--- src/rtl/rx_char_queue.sv ---
module rx_char_queue #(
  parameter int DEPTH = 16,
  parameter int W     = 8
) (
  input  logic         clk,
  input  logic         rst_n,
  input  logic         fifo_en,
  input  logic         char_valid,
  input  logic [W-1:0] char_data,
  input  logic         rd_stb,
  input  logic         lsr_rd,
  output logic [W-1:0] rd_data,
  output logic         data_ready,
  output logic         overrun
);
  localparam int PW = (DEPTH > 1) ? $clog2(DEPTH) : 1;
  localparam int CW = $clog2(DEPTH + 1);
  localparam logic [CW-1:0] FULLQ = CW'(DEPTH);
  localparam logic [PW-1:0] LASTP = PW'(DEPTH - 1);

  logic [W-1:0]  mem [DEPTH];
  logic [PW-1:0] wptr, rptr;
  logic [CW-1:0] count;
  logic          mode_q;

  wire           flush = fifo_en != mode_q;
  wire [CW-1:0]  cap   = mode_q ? FULLQ : CW'(1);
  wire           full  = count == cap;
  wire           pop   = rd_stb && count != '0 && !flush;
  wire           push  = char_valid && (!full || pop) && !flush;
  wire           drop  = char_valid && full && !pop && !flush;

  assign data_ready = count != '0;

  always_ff @(posedge clk) if (push) mem[wptr] <= char_data;

  always_ff @(posedge clk or negedge rst_n) begin
    if (!rst_n) begin
      wptr    <= '0;
      rptr    <= '0;
      count   <= '0;
      mode_q  <= 1'b1;
      rd_data <= '0;
      overrun <= 1'b0;
    end else begin
      mode_q <= fifo_en;
      if (flush) begin
        wptr  <= '0;
        rptr  <= '0;
        count <= '0;
      end else begin
        if (push) wptr <= (wptr == LASTP) ? '0 : wptr + 1'b1;
        if (pop) begin
          rptr    <= (rptr == LASTP) ? '0 : rptr + 1'b1;
          rd_data <= mem[rptr];
        end
        if (push && !pop) count <= count + 1'b1;
        else if (pop && !push) count <= count - 1'b1;
      end
      if (drop) overrun <= 1'b1;
      else if (lsr_rd) overrun <= 1'b0;
    end
  end

  p_no_overflow_r3: assert property (@(posedge clk) disable iff (!rst_n)
    count <= FULLQ);
  p_drop_keeps_store_r4: assert property (@(posedge clk) disable iff (!rst_n)
    drop |=> $stable(count) && $stable(wptr) && $stable(rptr));
  p_drop_flags_r5: assert property (@(posedge clk) disable iff (!rst_n)
    drop |=> overrun);
  p_clear_on_read_r5: assert property (@(posedge clk) disable iff (!rst_n)
    lsr_rd && !char_valid |=> !overrun);
  p_swap_on_full_r6: assert property (@(posedge clk) disable iff (!rst_n)
    full && pop && char_valid && !overrun |=> !overrun && $stable(count));
  p_byte_mode_r7: assert property (@(posedge clk) disable iff (!rst_n)
    !mode_q && !flush |-> count <= CW'(1));
  p_empty_read_r8: assert property (@(posedge clk) disable iff (!rst_n)
    rd_stb && !data_ready |=> $stable(rd_data));
  p_flush_r9: assert property (@(posedge clk) disable iff (!rst_n)
    flush |=> !data_ready);
endmodule

--- config.mk ---
export PLATFORM = sky130hd
export DESIGN_NAME = rx_char_queue
export DESIGN_NICKNAME = d
export VERILOG_FILES = /design/src/rtl/rx_char_queue.sv
export SDC_FILE = /design/constraint.sdc
export NUM_CORES = 1
export LEC_CHECK = 0
export BUFFER_PORTS_ARGS = -buffer_cell sky130_fd_sc_hd__buf_2
export CAP_MARGIN = 20
export CORE_ASPECT_RATIO = 1.25
export CORE_MARGIN = 8
export CORE_UTILIZATION = 55
export CTS_CLUSTER_SIZE = 20
export DETAILED_ROUTE_END_ITERATION = 8
export HOLD_SLACK_MARGIN = 0.03
export PLACE_DENSITY_LB_ADDON = 0.12
export SLEW_MARGIN = 5
export SYNTH_ARGS = -nofsm -noshare
export SYNTH_HDL_FRONTEND = slang
export SYNTH_SLANG_ARGS = --single-unit
--- constraint.sdc ---
create_clock -name clk -period 3.66 [get_ports clk]
set_input_delay 0.732 -clock clk [delete_from_list [all_inputs] [get_ports clk]]
set_output_delay 0.732 -clock clk [all_outputs]
set_load 0.01 [all_outputs]
# ---- Yosys cells after proc, flatten, opt, wreduce, memory -nomap -nowiden
# Memory sizes are Yosys's and may differ from the RTL's. A register that Yosys moved wholly into a read port is not among the register bits.
# Index checks and enable logic that the tools add are counted.
# Widths: inputs -> output; s select.
dict set report word_totals {
  output_inout_bits 10
  inputBits 14
  n_memories 1
  ramBits 128
  ff_bits 15
}
# name words width read_ports rd_clocked_by_memory_dff wr line_no
set memory_table {}
lappend memory_table {mem 16 8 1 1 1 21} ;# logic [W-1:0] mem [DEPTH];
dict set report op_classes {
  muxes 14
  bitwise 1
  add_sub_neg 4
  n_eq_ne 4
  n_reduce_logical 21
}
# op n
set op_table {}
lappend op_table {{$mux 4} 6}
lappend op_table {{$mux 5} 4}
lappend op_table {{$logic_and 1x1->1} 9}
lappend op_table {{$add 4x1->4 const B} 2}
lappend op_table {{$eq 4x4->1 const B} 2}
lappend op_table {{$reduce_bool 2->1} 3}
lappend op_table {{$add 5x1->5 const B} 1}
lappend op_table {{$eq 5x5->1} 1}
lappend op_table {{$logic_not 1->1} 5}
lappend op_table {{$reduce_bool 5->1} 1}
lappend op_table {{$sub 5x1->5 const B} 1}
lappend op_table {{$mux 1} 4}
lappend op_table {{$reduce_bool 3->1} 1}
lappend op_table {{$reduce_and 2->1} 1}
lappend op_table {{$logic_or 1x1->1} 1}
lappend op_table {{$ne 1x1->1} 1}
lappend op_table {{$not 1->1} 1}

# ---- Logic depth before layout (Yosys ltp)
dict set report logic_depth {
  word_depth 11
  mapped_depth 9
  mapped_depth_nobuf 9
}

# ---- Least setup slack after synthesis
# No wires, ideal clock.
dict set report synth_timing {
  path_type {input-to-reg}
  from {in fifo_en}
  to {reg count[4]}
  setup_time_ns 0.087
  t_arrival_ns 2.362
  cell_stages 8
  required_time_ns 3.573
  setup_slack_ns 1.212
  path_cell_list {xnor2_2 -> nand4_1 -> fa_1 -> nand3_1 -> nand2_1 -> and4_1 -> o21a_1 -> nor3_1}
}
dict set report synth_via {
  elab_chain_len 9
  elab_cells_between_ends 13
}
# element line_no
set synth_lines {}
lappend synth_lines {{from (decl)} 7} ;# input logic fifo_en,
lappend synth_lines {{$ne 1x1->1 (*)} 26} ;# wire flush = fifo_en != mode_q;
lappend synth_lines {{$logic_not 1->1} {29, 30}}
lappend synth_lines {{$logic_and 1x1->1} 29} ;# wire pop = rd_stb && count != '0 && !flush;
lappend synth_lines {{$logic_or 1x1->1} 30} ;# wire push = char_valid && (!full || pop) && !flush;
lappend synth_lines {{$logic_and 1x1->1 (2 in a row)} 30}
lappend synth_lines {{$logic_and 1x1->1 or $logic_not 1->1 (tied branches)} {57, 58}}
lappend synth_lines {{$mux 5 or $logic_and 1x1->1 (tied branches)} {57, 58}}
lappend synth_lines {{$mux 5 or $reduce_bool 3->1 (tied branches)} --}
lappend synth_lines {{to (signal assigned)} 57} ;# if (push && !pop) count <= count + 1'b1;
lappend synth_lines {{to (signal assigned)} 58} ;# else if (pop && !push) count <= count - 1'b1;
lappend synth_lines {{to (decl)} 23} ;# logic [CW-1:0] count;
# Every way passes the cells marked *; elsewhere a longest branch is shown, timed or not.
# A chain may end at the register's enable or synchronous reset.

# ---- Final worst setup path
dict set report layout_timing {
  from {reg count[3]}
  to {reg count[4]}
}
dict set report layout_via {
  elab_chain_len 9
  elab_cells_between_ends 18
}
# element
set layout_lines {}
lappend layout_lines {{parallel branches: the longest is 9 deep, another holds $sub 5x1->5}}
# Parallel ways; which one is timed is not known. The select of a mux whose other input is x is not followed.

==> results.ini <==
[status]
outcome = finished, final reports clean

[power]
pwr-share-clk_pct = 37.0
vdd.ir_drop.worst_mv = 0.350
p_sw_uw = 1200
power.internal_uw = 3460
p_per_area_nw_per_um2 = 654
p_leak_uw = 0.00242
seqPwrFrac_pct = 44.9
switching_share_pct = 25.7
p_total_uw = 4650
p_comb_share_pct = 18.1

[clock_tree]
cts_tree = done
cts_made_buffers = 17
post-cts-setup-buffers = 0
clock-root-buffer = clkbuf_16
numClockSinks = 151
clk_pin_slew_ns = 0.06
cts.path.max_buffers = 2
postCtsHoldBufs = 0
ctsResizeCount = 0
htree_levels = 4
insertion_delay_ns = 0.41

[placed_design]
dp_hpwl_mm = 7.63
dpl.cell_count = 482
dp_slack_ns = 0.832
gp_congestion = 0.783
io_buffers = 23

[synthesis]
synth_most_common_cell = edfxtp_1
synth_top_area_cell = edfxtp_1
synth_top_cell_area_share_pct = 61.1
ys_seq_area_share_pct = 70.3
synth_edf_count = 128
syn_inst = 335
syn_area_um2 = 6290
synth_nets = 359
yosys_register_bits = 151
avgSynthCellArea_um2 = 18.8
synth_area_leaders = edfxtp_1, dfrtp_1, mux4_2
synth_commonest_cells = edfxtp_1, dfrtp_1, mux4_2
ys.flop_type = edfxtp_1
netlist-cell-type-count = 49
yosysWarnings = 0
async_flop_share_pct = 15.2

[floorplanning]
dieArea_um2 = 15100
io_pins = 24
rows = 43
die-width_um = 112
initial_core_util_pct = 56.5
core_um2 = 11100
die_h_um = 136

[timing]
finalCritPeriodShare_pct = 71.1
fin_ws_ns = 1.06
hold_viol_final = 0
setup_violations = 0
min_period_ns = 2.60
worst_clock_skew_ns = 0.0124
max_clock_freq_ghz = 0.384
max_slew.worst_pin.slew_ns = 1.04
relSlewSlack_pct = 30.3
slew_violations = 0
setup_tns_ns = 0
rsz0062_at_grt = no
hold_ws_ns = 0.307

[critical_path]
critPathKind = reg -> reg
arrival_ns = 2.93
r2r_slack_ns = 1.06
r2r_end = count[4]$_DFFE_PN0P_
crit_end = count[4]$_DFFE_PN0P_
ff2ff_path_depth = 9
cp-startpoint = count[3]$_DFFE_PN0P_
r2r-start = count[3]$_DFFE_PN0P_
start_kind = flip-flop
critPathMaxFanout = 7
crit_required_ns = 3.99
cp-end-kind = flip-flop

[hold_path]
holdCritPathClass = in -> async

[layout]
syn_to_final_growth_pct = 13.2
instances_no_fill = 514
antennaDiodeCount = 0
drive_gt1_share_pct = 27.2
layout.nets = 390

[route]
vias = 3180
via_per_inst = 6.19
wl_mm = 12.0
first_pass_iters = 4
drt_iter0_markers = 156
ant_nets = 0
drcViolationCount = 0
wl_per_cell_um = 23.4

[grt]
antenna_found_initial = 0
grt_pass1_wl_mm = 18.9
grt_pass1_vias = 3392
grt_max_degree = 27
grtUsageTotal_pct = 17.0
overflow = 0

[job]
cap_violations = 0

## cells by family (layout without fill, tap and decap cells)
group	after synthesis	count (layout)	synth area share, %
buf+inv	20	64	1.69
simple gates	56	56	5.47
fa+ha+maj	10	10	2.11
flops	151	151	70.3
xor+xnor	6	6	0.955
mux	44	44	14.4
compound gates	48	48	5.11
## layout make-up
| type | instances | area [µm²] |
|---|---|---|
| flip-flops and latches | 151 | 4420 |
| fillers | 764 | 4020 |
| multi-input cells | 164 | 1760 |
| clock buffers | 19 | 433 |
| well taps | 135 | 169 |
| repair buffers | 27 | 158 |
| clock inverters | 13 | 156 |
| inverters | 5 | 18.8 |
## power by group through the flow
stage	Combinational (µW)	Clock, µW	Sequential (µW)
detailed placement	848	0	2130
CTS	853	1740	2090
global route	924	1800	2110
floorplan	647	0	2080
global placement	834	0	2120
finish	842	1720	2090
## through the flow
stage	instance area [µm²]	util, %
floorplan	6290	-
global placement	6530	58.6
detailed placement	6530	58.6
CTS	7120	63.9
global route	7120	63.9
finish	7120	63.9
## cell usage in the layout (no fill, tap or decap), types with 4 or more instances in the layout
master and instances:
nor3_1 4, edfxtp_1 128, o22ai_1 16, a21oi_1 16
buf_2 23, mux2_2 11, clkinvlp_4 4, and4_1 9
ha_1 9, mux4_2 19, nand2_1 14, and3_1 4
and4bb_2 4, inv_1 5, mux4_1 13, dfrtp_1 21
clkbuf_16 17, nand3_1 4, nor2_1 7
## worst min path at each step
stage | end | slack [ns] | depth (start not counted)
floorplan | count[0]$_DFFE_PN0P_ | 0.44 | 0
global placement | overrun$_DFFE_PN0P_ | 0.52 | 2
detailed placement | overrun$_DFFE_PN0P_ | 0.52 | 2
CTS | rd_data[1]$_DFFE_PN0P_ | 0.31 | 1
global route | wptr[2]$_DFFE_PN0P_ | 0.35 | 1
finish | wptr[0]$_DFFE_PN0P_ | 0.31 | 1
## flip-flops by register name, summed over array words and instances, names as in the netlist
register  cells
count         5
mem         128
mode_q        1
overrun       1
rd_data       8
rptr          4
wptr          4
## layer usage
layer	up-vias	global-route usage, %	wire [µm]
li1	1451	-	-
met1	1631	19.3	4920
met2	80	29.9	6430
met3	18	4.01	421
met4	0	8.07	263
met5	-	0	0
## critical path: stages (launching register included)
cell and delay [ns]:
dfrtp_1 0.42, or3_4 0.42, o21ai_4 0.24, nand4_1 0.27
fa_1 0.48, nand3_1 0.10, nand2_1 0.06, and4_1 0.21
o21a_1 0.19, nor3_1 0.12
Power figures use the tool's default switching activity.
